## src/rtl/mbp_pkg.sv

```systemverilog
package mbp_pkg;

  localparam int WORD_W = 32;
  localparam int TYPE_W = 3;
  localparam int VER_W  = 3;
  localparam int STAT_W = 8;

  typedef enum logic [1:0] {
    RES_OK       = 2'd0,
    RES_TIMEOUT  = 2'd1,
    RES_MISMATCH = 2'd2,
    RES_OPFAIL   = 2'd3
  } mbp_result_e;

  // Header word of the mailbox; bit positions are fixed by the peer.
  typedef struct packed {
    logic              owner;      // 31: 1 = responder holds the slot
    logic [5:0]        rsv_hi;     // 30:25
    logic              rst_req;    // 24
    logic [7:0]        rsv_mid;    // 23:16
    logic [STAT_W-1:0] status;     // 15:8
    logic              is_reply;   // 7
    logic              rsv_lo;     // 6
    logic [VER_W-1:0]  ver;        // 5:3
    logic [TYPE_W-1:0] kind;       // 2:0
  } mbp_hdr_t;

  typedef enum logic [1:0] {
    ST_IDLE  = 2'd0,
    ST_ISSUE = 2'd1,
    ST_WAIT  = 2'd2,
    ST_GAP   = 2'd3
  } mbp_state_e;

endpackage

```

## src/rtl/mbp_hdr_check.sv

```systemverilog
module mbp_hdr_check
  import mbp_pkg::*;
(
  input  logic [WORD_W-1:0] word_i,
  input  logic [TYPE_W-1:0] exp_type_i,
  input  logic [VER_W-1:0]  exp_ver_i,
  output mbp_result_e       verdict_o
);

  mbp_hdr_t hdr;
  logic     kind_bad;
  logic     ver_bad;
  logic     dir_bad;
  logic     stat_bad;

  assign hdr      = mbp_hdr_t'(word_i);
  assign kind_bad = (hdr.kind != exp_type_i);
  assign ver_bad  = (hdr.ver > exp_ver_i);
  assign dir_bad  = !hdr.is_reply;
  assign stat_bad = |hdr.status;

  always_comb begin
    if (kind_bad || ver_bad || dir_bad) begin
      verdict_o = RES_MISMATCH;
    end else if (stat_bad) begin
      verdict_o = RES_OPFAIL;
    end else begin
      verdict_o = RES_OK;
    end
  end

endmodule

```

## src/rtl/mbp_gap_timer.sv

```systemverilog
module mbp_gap_timer #(
  parameter int POLL_GAP = 250000
) (
  input  logic clk_i,
  input  logic rst_ni,
  input  logic load_i,
  output logic expired_o
);

  localparam int GAP_W = (POLL_GAP > 1) ? $clog2(POLL_GAP + 1) : 1;
  localparam logic [GAP_W-1:0] LOAD_V = GAP_W'(POLL_GAP - 1);

  logic [GAP_W-1:0] cnt_q;

  always_ff @(posedge clk_i) begin
    if (!rst_ni) begin
      cnt_q <= '0;
    end else if (load_i) begin
      cnt_q <= LOAD_V;
    end else if (cnt_q != '0) begin
      cnt_q <= cnt_q - 1'b1;
    end
  end

  assign expired_o = (cnt_q == '0);

endmodule

```

## src/rtl/mbp_attempt_ctr.sv

```systemverilog
module mbp_attempt_ctr #(
  parameter int MAX_POLLS = 20000
) (
  input  logic clk_i,
  input  logic rst_ni,
  input  logic clear_i,
  input  logic step_i,
  output logic last_o
);

  localparam int CNT_W = (MAX_POLLS > 2) ? $clog2(MAX_POLLS) : 1;
  localparam logic [CNT_W-1:0] LAST_V = CNT_W'(MAX_POLLS - 1);

  logic [CNT_W-1:0] cnt_q;

  always_ff @(posedge clk_i) begin
    if (!rst_ni) begin
      cnt_q <= '0;
    end else if (clear_i) begin
      cnt_q <= '0;
    end else if (step_i && (cnt_q != LAST_V)) begin
      cnt_q <= cnt_q + 1'b1;
    end
  end

  assign last_o = (cnt_q == LAST_V);

endmodule

```

## src/rtl/mbox_rsp_poller.sv

```systemverilog
module mbox_rsp_poller
  import mbp_pkg::*;
#(
  parameter int MAX_POLLS = 20000,
  parameter int POLL_GAP  = 250000
) (
  input  logic        clk_i,
  input  logic        rst_ni,
  input  logic        start_i,
  input  logic [2:0]  exp_type_i,
  input  logic [2:0]  exp_ver_i,
  input  logic        reset_ok_i,
  output logic        rd_valid_o,
  input  logic        rd_ready_i,
  input  logic        rsp_valid_i,
  input  logic [31:0] rsp_data_i,
  output logic        rsp_ready_o,
  output logic        busy_o,
  output logic        done_o,
  output logic [1:0]  result_o
);

  mbp_state_e        state_q, state_d;
  logic [TYPE_W-1:0] exp_type_q;
  logic [VER_W-1:0]  exp_ver_q;
  logic              rok_q;
  logic              done_q;
  mbp_result_e       result_q;

  logic        accept;
  logic        rsp_fire;
  logic        reset_hit;
  logic        owner_free;
  logic        last_try;
  logic        finish;
  logic        gap_load;
  logic        gap_over;
  mbp_result_e verdict;
  mbp_result_e final_code;
  mbp_hdr_t    hdr;

  assign accept   = start_i && (state_q == ST_IDLE);
  assign rsp_fire = rsp_valid_i && rsp_ready_o;
  assign hdr      = mbp_hdr_t'(rsp_data_i);

  assign reset_hit  = rok_q && (&rsp_data_i);
  assign owner_free = !hdr.owner;
  assign finish     = reset_hit || owner_free || last_try;
  assign gap_load   = rsp_fire && !finish;

  mbp_hdr_check u_check (
    .word_i     (rsp_data_i),
    .exp_type_i (exp_type_q),
    .exp_ver_i  (exp_ver_q),
    .verdict_o  (verdict)
  );

  mbp_gap_timer #(.POLL_GAP(POLL_GAP)) u_gap (
    .clk_i     (clk_i),
    .rst_ni    (rst_ni),
    .load_i    (gap_load),
    .expired_o (gap_over)
  );

  mbp_attempt_ctr #(.MAX_POLLS(MAX_POLLS)) u_tries (
    .clk_i   (clk_i),
    .rst_ni  (rst_ni),
    .clear_i (accept),
    .step_i  (gap_load),
    .last_o  (last_try)
  );

  always_comb begin
    if (reset_hit) begin
      final_code = RES_OK;
    end else if (owner_free) begin
      final_code = verdict;
    end else begin
      final_code = RES_TIMEOUT;
    end
  end

  always_comb begin
    state_d = state_q;
    unique case (state_q)
      ST_IDLE:  if (accept) state_d = ST_ISSUE;
      ST_ISSUE: if (rd_ready_i) state_d = ST_WAIT;
      ST_WAIT:  if (rsp_valid_i) state_d = finish ? ST_IDLE : ST_GAP;
      ST_GAP:   if (gap_over) state_d = ST_ISSUE;
      default:  state_d = ST_IDLE;
    endcase
  end

  always_ff @(posedge clk_i) begin
    if (!rst_ni) begin
      state_q    <= ST_IDLE;
      exp_type_q <= '0;
      exp_ver_q  <= '0;
      rok_q      <= 1'b0;
      done_q     <= 1'b0;
      result_q   <= RES_OK;
    end else begin
      state_q <= state_d;
      done_q  <= rsp_fire && finish;
      if (accept) begin
        exp_type_q <= exp_type_i;
        exp_ver_q  <= exp_ver_i;
        rok_q      <= reset_ok_i;
      end
      if (rsp_fire && finish) begin
        result_q <= final_code;
      end
    end
  end

  assign rd_valid_o  = (state_q == ST_ISSUE);
  assign rsp_ready_o = (state_q == ST_WAIT);
  assign busy_o      = (state_q != ST_IDLE);
  assign done_o      = done_q;
  assign result_o    = result_q;

endmodule

```

## config.mk

```make
export PLATFORM = sky130hd
export DESIGN_NAME = mbox_rsp_poller
export DESIGN_NICKNAME = d
export VERILOG_FILES = /design/src/rtl/mbp_pkg.sv /design/src/rtl/mbp_hdr_check.sv /design/src/rtl/mbp_gap_timer.sv /design/src/rtl/mbp_attempt_ctr.sv /design/src/rtl/mbox_rsp_poller.sv
export SDC_FILE = /design/constraint.sdc
export NUM_CORES = 1
export LEC_CHECK = 0
export ABC_AREA = 1
export BUFFER_PORTS_ARGS = -buffer_cell sky130_fd_sc_hd__buf_2
export CORE_ASPECT_RATIO = 1.4
export CORE_MARGIN = 1
export CORE_UTILIZATION = 50
export CTS_CLUSTER_SIZE = 28
export DETAILED_ROUTE_END_ITERATION = 12
export GPL_ROUTABILITY_DRIVEN = 0
export PLACE_DENSITY = 0.75
export SLEW_MARGIN = 40
export SYNTH_ARGS = -nofsm -noshare
export SYNTH_HDL_FRONTEND = slang
export SYNTH_SLANG_ARGS = --single-unit
```

## constraint.sdc

```tcl
create_clock -name clk_i -period 1.47 [get_ports clk_i]
set_input_delay 0.294 -clock clk_i [delete_from_list [all_inputs] [get_ports clk_i]]
set_output_delay 0.294 -clock clk_i [all_outputs]
set_load 0.02 [all_outputs]
```

* After elaboration in Yosys (flattened, before gate mapping) *
Index checks and enable logic that the tools add are counted.
W data, S select, Z words.

operators by class
  $add $sub $neg = 2
  order comparisons = 1
  equal/unequal tests = 10
  multiplexer cells = 12
  bitwise gates (word level) = 1
  reductions and logical operators = 23

operators by type and width
  operator                 count
  $mux W18                 2
  $reduce_and A32 Y1       1
  $logic_not A18 Y1        1
  $mux W2                  9
  $reduce_bool A18 Y1      1
  $sub A18 B1 Y18 const B  1
  $add A15 B1 Y15 const B  1
  $eq A15 B15 Y1 const B   1
  $ne A15 B15 Y1 const B   1
  $pmux W2 S4              1
  $reduce_or A8 Y1         1
  $logic_and A1 B1 Y1      6
  $ne A2 B2 Y1 const B     3
  $eq A2 B2 Y1 const B     2
  $logic_or A1 B1 Y1       4
  $reduce_and A4 Y1        1
  $reduce_bool A2 Y1       2
  $reduce_or A2 Y1         2
  $gt A3 B3 Y1             1
  $logic_not A1 Y1         3
  $ne A3 B3 Y1             1
  $eq A2 B1 Y1 const B     1
  $logic_not A2 Y1         1
  $ne A2 B1 Y1 const B     1
  $not A1 Y1               1

storage, ports and cells
  bits in registers = 45
  bits of input ports = 44
  output and inout port bits = 6
  logic and storage cells = 58

* Depth between registers and ports, before layout *
Gate-level depths: netlist of run 1.

  depth after elaboration = 7
  gate-level depth with buffers = 12
  gate-level depth less buffers = 11

* Modules after synthesis *
Synthesis of run 1 repeated with hierarchy kept, for this count alone.

unflattened totals
  cells, all modules = 461
  area total of the unflattened synthesis = 3022.9 um^2

by module, submodules not included
  module           instances  cells each  area each (um^2)  seq. area each (um^2)
  mbp_gap_timer    1          167         1171.1            360.3
  mbp_attempt_ctr  1          156         1018.5            300.3
  mbox_rsp_poller  1          100         651.9             240.2
  mbp_hdr_check    1          38          181.4             0.0

* Worst setup path before layout of run 1 *
OpenSTA, ideal clock, no wires.

  path kind = reg2reg
  start point = reg u_tries.cnt_q[0]
  end point = reg u_tries.cnt_q[2]
  data arrival time = 1419 ps
  data required time = 1355 ps
  path slack = -64 ps
  stages on the path, launching flop included = 12
  clock period less this slack = 1534 ps
  cell sequence = dfxtp_1 > ha_1 > nand2_2 > nor2_4 > nand2_1 > nor2_1 > nor2_2 > nand2_2 > nor2_2 > buf_6 > a21oi_1 > nor2_1

on the way
  word-level cells in the longest chain between the ends = 5

RTL lines
  what                                                     RTL line               RTL
  from (decl)                                              mbp_attempt_ctr.sv:14  logic [CNT_W-1:0] cnt_q;
  from (signal assigned)                                   mbp_attempt_ctr.sv:22  cnt_q <= cnt_q + 1'b1;
  branches (longest 5 deep; another with $add A15 B1 Y15)  --

Parallel ways; which one is timed is not known.
A chain may end at the register's enable or synchronous reset.

* Worst setup path in the final report of run 1 *
  start point = reg u_tries.cnt_q[1]
  end point = reg u_tries.cnt_q[14]

Same word-level chain as after synthesis.

==> impl_metrics.py, run 1 <==
metrics = {
    "floorplan": {
        "rows": 31,
        "die_area_um2": 5710,
        "io_pins": 50,
        "fp.dieH_um": 89.0,
        "core_area_um2": 5200,
        "die-width_um": 64.2,
        "start_util_pct": 52.0,
    },
    "cts": {
        "cts_max_path_buffers": 2,
        "cts_tree": "done",
        "cts_made_buffers": 5,
        "path_clk_slew_ns": 0.09,
        "worstSkewPairLatency_ns": 0.31,
        "cts_sinks": 45,
        "cts-root-buf": "clkbuf_8",
        "cts_hold_buffers": 0,
        "cts_max_level": 2,
    },
    "yosys": {
        "synth_edf_count": 0,
        "syn_nets": 480,
        "yosysSeqAreaShare_pct": 33.3,
        "synth.largest_area_cell": "dfxtp_1",
        "syn-cell-area_um2": 2710,
        "synth_flop_cell": "dfxtp_1",
        "yosysWarningCount": 0,
        "synth_area_per_cell_um2": 6.35,
        "synthArstFlopShare_pct": 0,
        "ys_types": 27,
        "synth_seq_cells": 45,
        "synth_area_leaders": "dfxtp_1 (33%), nand2_1 (15%), nor2_1 (9.2%)",
        "netlist_instances": 426,
        "yosys.area.top_type_share_pct": 33.3,
    },
    "sta": {
        "rsz0062_at_grt": "yes",
        "fin_worst_skew_ns": 0.0126,
        "relSlewSlack_pct": 80.8,
        "finalHoldViolCount": 0,
        "setup_violations": 22,
        "fin_crit_sh_pct": 107,
        "fin_tns_setup_ns": -1.15,
        "tightest_slew_ns": 0.286,
        "setup_ws_ns": -0.103,
        "max_freq_mhz": 636,
        "whs_ns": 0.236,
        "drv_slew": 0,
        "finalCriticalPeriod_ns": 1.57,
    },
    "global_routing": {
        "grt_pass1_wl_um": 11100,
        "grt_max_degree": 21,
        "overflow": 0,
        "antenna_found_initial": 0,
        "grt_use_total_pct": 24.7,
        "grt_pass1_vias": 2776,
    },
    "setup_path": {
        "critPathMaxFanout": 10,
        "startpoint_type": "flop",
        "critPathLaunch": "u_tries.cnt_q[1]$_SDFFE_PP0P_",
        "worstPathArrival_ns": 1.77,
        "crit_type": "reg -> reg",
        "rr_startpoint": "u_tries.cnt_q[1]$_SDFFE_PP0P_",
        "required_ns": 1.66,
        "end_kind": "flop",
    },
    "pwr": {
        "clkPwrFrac_pct": 17.2,
        "power.share.sequential_pct": 28.6,
        "power.density_nw_per_um2": 1370,
        "p_leak_nw": 1.76,
        "internal_power_w": 0.00325,
        "swShare_pct": 39.6,
        "power.switching_w": 0.00213,
        "peakVddDrop_uv": 514,
        "combPwrFrac_pct": 54.2,
    },
    "flow_run": {
        "maxCapViolCount": 0,
    },
    "drt": {
        "viasPerCell": 5.21,
        "vias": 3160,
        "met1_length_um": 2950,
        "wl_met3_um": 295,
        "wl_um": 7670,
        "wl_per_cell_um": 12.7,
        "met2_length_um": 4210,
        "drt_iter0_markers": 93,
        "postRouteAntennaNets": 0,
        "maxUsedRoutingLayer": "met4",
        "dr.pass1.iters": 4,
        "drc": 0,
    },
    "layout": {
        "final_common_cell": "nand2_1",
        "finalNetCount": 594,
        "final_cell_mix": "nand2_1 (100), nor2_1 (58), buf_4 (57)",
        "area_growth_pct": 45.2,
        "drive_above_1_share_pct": 36.1,
        "finalNonFillerCells": 606,
        "diodes": 0,
        "postLayoutCellArea_um2": 3930,
    },
    "hold_path": {
        "hp-class": "in -> reg",
        "hold_path_startpoint": "exp_ver_i[0]",
    },
    "placement": {
        "placed_cells": 589,
        "dp_hpwl_um": 5400,
        "place_ws_ns": -0.115,
        "port_buffers": 49,
        "placed_cell_area_um2": 3430,
    },
    "run_status": {
        "outcome": "finished, violations left",
        "violations": "negative setup slack",
    },
}
-- worst max-delay path, cell delays in order, from the launching register on --
cell	delay, ns
dfxtp_2	0.34
ha_4	0.16
nand2_4	0.08
nor2_4	0.03
nand2_1	0.07
nor2_2	0.05
nor2_4	0.11
nand2_2	0.09
nor2_4	0.17
buf_12	0.15
nand3_1	0.09
nand2_1	0.07
nor2_1	0.04
-- worst paths after layout --
check | endpoint | slack (ns) | depth (start not counted)
setup / recovery | u_tries.cnt_q[14]$_SDFFE_PP0P_ | -0.10 | 12
hold / removal | exp_ver_q[0]$_SDFFE_PN0P_ | 0.24 | 3
setup reg to reg | u_tries.cnt_q[14]$_SDFFE_PP0P_ | -0.10 | 12
hold reg to reg | result_o[1]$_SDFFE_PN0P_ | 0.46 | 2
-- sequential cells by signal (all words and copies together), names as in the netlist --
signal	flops
done_o	1
exp_type_q	3
exp_ver_q	3
result_o	2
rok_q	1
state_q	2
u_gap.cnt_q	18
u_tries.cnt_q	15
-- timing repair --
item                       CTS  global route
buffers inserted             5             4
gates cloned                 0             1
setup endpoints to repair   26            39
pin swaps                    5            14
gates resized for setup     22            69
-- routing by layer --
layer	up-vias	GRT usage, %
met3	23	3.32
met2	89	49.2
met5	-	0
met4	0	11.3
li1	1592	-
met1	1456	25.2
-- cells by family after synthesis --
kind of cell / after synthesis / synth area share (%)
fa+ha+maj: 10 / 4.63
buf+inv: 58 / 8.70
compound gates: 62 / 11.7
xor+xnor: 12 / 3.89
simple gates: 239 / 37.8
flops: 45 / 33.3
-- cell usage after synthesis (3+ instances only) --
cell type	n
a21oi_1	45
clkbuf_1	3
dfxtp_1	45
ha_1	10
inv_1	47
nand2_1	111
nand2_2	3
nand3_1	26
nand3b_1	5
nand4_1	10
nor2_1	66
nor2_2	4
nor3_1	11
o21ai_0	14
xor2_1	11
-- through the flow --
stage	power (W)	utilization [%]
final	0.00539	75.6
after detailed placement	0.00374	66.1
after global routing	0.00573	75.6
after CTS	0.00485	70.0
after floorplan	0.00283	-
after global placement	0.00367	66.1
-- cell type report --
type | instances | area [um2]
tap | 66 | 82.6
sequential | 45 | 915
clock buffer | 5 | 68.8
inverter | 50 | 189
timing repair buffer | 115 | 803
multi-input combinational | 323 | 1830
fill | 386 | 1270
clock inverter | 2 | 35.0
-- power groups by stage --
| stage | Clock [W] | Combinational, W | Sequential, W |
|---|---|---|---|
| floorplan | 0 | 0.00131 | 0.00152 |
| global placement | 0 | 0.00216 | 0.00151 |
| detailed placement | 0 | 0.00222 | 0.00152 |
| CTS | 0.000938 | 0.00240 | 0.00151 |
| global route | 0.000987 | 0.00319 | 0.00156 |
| finish | 0.000927 | 0.00292 | 0.00154 |
Power figures use the tool's default switching activity.
==> run 2: changes to the inputs <==
Settings changed: SETUP_SLACK_MARGIN set to 0.05.
==> impl_metrics.py, run 2 (same netlist as run 1, synthesis figures left out) <==
metrics = {
    "cts": {
        "cts_max_path_buffers": 2,
        "cts_sinks": 45,
        "cts_made_buffers": 5,
        "cts_tree": "done",
        "cts_max_level": 2,
        "path_clk_slew_ns": 0.09,
        "worstSkewPairLatency_ns": 0.32,
        "cts-root-buf": "clkbuf_8",
    },
    "sta": {
        "fin_tns_setup_ns": -4.64,
        "tightest_slew_ns": 0.307,
        "relSlewSlack_pct": 79.3,
        "fin_worst_skew_ns": 0.0153,
        "setup_ws_ns": -0.232,
        "rsz0062_at_grt": "yes",
        "setup_violations": 37,
        "drv_slew": 0,
        "finalCriticalPeriod_ns": 1.70,
        "max_freq_mhz": 587,
        "finalHoldViolCount": 0,
        "fin_crit_sh_pct": 116,
    },
    "run_status": {
        "outcome": "finished, violations left",
        "violations": "negative setup slack",
    },
    "placement": {
        "placed_cell_area_um2": 3460,
        "port_buffers": 49,
        "place_ws_ns": -0.160,
        "dp_hpwl_um": 5380,
    },
    "pwr": {
        "peakVddDrop_uv": 690,
        "p_leak_nw": 1.82,
        "power.density_nw_per_um2": 1510,
    },
    "setup_path": {
        "path_cells": "inv_1, nand2_1, nor2_1, nand2_1, nor2_4, nor2_4, nand2_4, nor2_4, buf_12, nand3_1, nand2_1, nor2_1",
        "reg2reg_depth": 12,
        "critPathLaunch": "u_tries.cnt_q[8]$_SDFFE_PP0P_",
        "reg2reg_slack_ns": -0.23,
        "end_kind": "flop",
        "critPathCapture": "u_tries.cnt_q[10]$_SDFFE_PP0P_",
        "crit_type": "reg -> reg",
        "crit_cells": 12,
        "critPathMaxStageDelay_ns": 0.37,
        "critPathTopFamily": "simple AND/OR/NAND/NOR gates",
        "worstPathArrival_ns": 1.91,
        "slowest_stage": "dfxtp_1",
        "required_ns": 1.68,
        "critPathMaxFanout": 20,
        "reg2reg_to": "u_tries.cnt_q[10]$_SDFFE_PP0P_",
        "cp_num_buf_inv": 2,
        "startpoint_type": "flop",
        "rr_startpoint": "u_tries.cnt_q[8]$_SDFFE_PP0P_",
    },
    "layout": {
        "final_common_cell": "nand2_1",
        "finalNetCount": 601,
        "area_growth_pct": 55.3,
        "reg_top3": "u_gap.cnt_q: 18 flops, u_tries.cnt_q: 15 flops",
        "largest_reg_flops": 18,
        "final_cell_mix": "nand2_1 (90), buf_4 (57), nor2_1 (51)",
        "largest-register": "u_gap.cnt_q",
        "nFillCells": 336,
        "drive_above_1_share_pct": 42.9,
        "diodes": 0,
        "postLayoutCellArea_um2": 4200,
    },
    "global_routing": {
        "grt_pass1_vias": 2862,
        "use_met3_pct": 3.32,
        "grt_use_total_pct": 26.1,
        "grt-busiest-layer": "met2",
        "use_met2_pct": 52.1,
        "grt_pass1_wl_um": 11800,
        "antenna_found_initial": 0,
        "gr-usage-met1_pct": 26.6,
        "overflow": 0,
        "grt_max_degree": 21,
    },
    "floorplan": {
        "io_pins": 50,
        "fp.dieH_um": 89.0,
        "die-width_um": 64.2,
        "core_area_um2": 5200,
        "die_area_um2": 5710,
        "start_util_pct": 52.0,
        "rows": 31,
    },
    "drt": {
        "viasPerCell": 5.66,
        "dr.pass1.iters": 7,
        "postRouteAntennaNets": 0,
        "wl_per_cell_um": 16.6,
        "wl_um": 10200,
        "drc": 0,
        "vias": 3478,
        "drt_iter0_markers": 245,
    },
    "hold_path": {
        "hp-class": "in -> reg",
    },
    "flow_run": {
        "maxCapViolCount": 0,
    },
}
## run 2: per-layer routing
layer | up-vias | share of wire [%]
li1 | 1608 | -
met2 | 180 | 52
met3 | 75 | 5.9
met4 | 0 | 7.3
met1 | 1615 | 35
met5 | - | 0
## run 2: how the worst min path moves through the flow
stage,start,end,slack (ns),depth (start not counted)
2_1_floorplan,exp_ver_q[1]$_SDFFE_PN0P_,exp_ver_q[1]$_SDFFE_PN0P_,0.43,2
3_3_place_gp,exp_ver_q[1]$_SDFFE_PN0P_,exp_ver_q[1]$_SDFFE_PN0P_,0.45,2
3_5_place_dp,result_o[1]$_SDFFE_PN0P_,result_o[1]$_SDFFE_PN0P_,0.46,2
4_1_cts,exp_type_i[2],exp_type_q[2]$_SDFFE_PN0P_,0.24,3
5_1_grt,exp_type_i[2],exp_type_q[2]$_SDFFE_PN0P_,0.24,3
6_report,exp_type_i[2],exp_type_q[2]$_SDFFE_PN0P_,0.23,3
## run 2: power by group
group | internal [W] | total [W] | switching [W] | leakage, nW
sequential | 0.00141 | 0.00152 | 0.000113 | 0.370
combinational | 0.00164 | 0.00381 | 0.00217 | 1.39
clock | 0.000556 | 0.00103 | 0.000475 | 0.0585
total | 0.00361 | 0.00636 | 0.00276 | 1.82
## run 2: final cells by class
cell class	instances	area, um2	area share [%]
clock buffer	7	86.3	2.05
timing repair buffer	122	881	21.0
clock inverter	1	30.0	0.715
sequential	45	911	21.7
inverter	50	189	4.50
multi-input combinational	323	2020	48.1
tap	66	82.6	1.97
## run 2: what timing repair did
action,4_1_cts,5_1_grt
gates resized for setup,45,103
pin swaps,15,35
hold buffers,0,0
endpoints found under the setup margin,39,41
gates cloned,0,1
setup buffers,9,6
## run 2: worst register-to-register path, cell delays in order (launching register included)
cell and delay (ns):
dfxtp_1 0.37, inv_1 0.10, nand2_1 0.11, nor2_1 0.07, nand2_1 0.10, nor2_4 0.06
nor2_4 0.19, nand2_4 0.10, nor2_4 0.11, buf_12 0.16, nand3_1 0.10, nand2_1 0.10
nor2_1 0.05
## run 2: stage by stage
| stage | hold WS [ns] | power [W] | cells | utilization [%] |
|---|---|---|---|---|
| final | 0.227 | 0.00636 | 614 | 80.8 |
| after global routing | 0.242 | 0.00668 | 614 | 80.8 |
| after CTS | 0.243 | 0.00520 | 609 | 73.0 |
| after detailed placement | 0.462 | 0.00380 | 592 | 66.6 |
| after global placement | 0.451 | 0.00376 | 592 | 66.6 |
| after floorplan | 0.433 | 0.00283 | 426 | - |
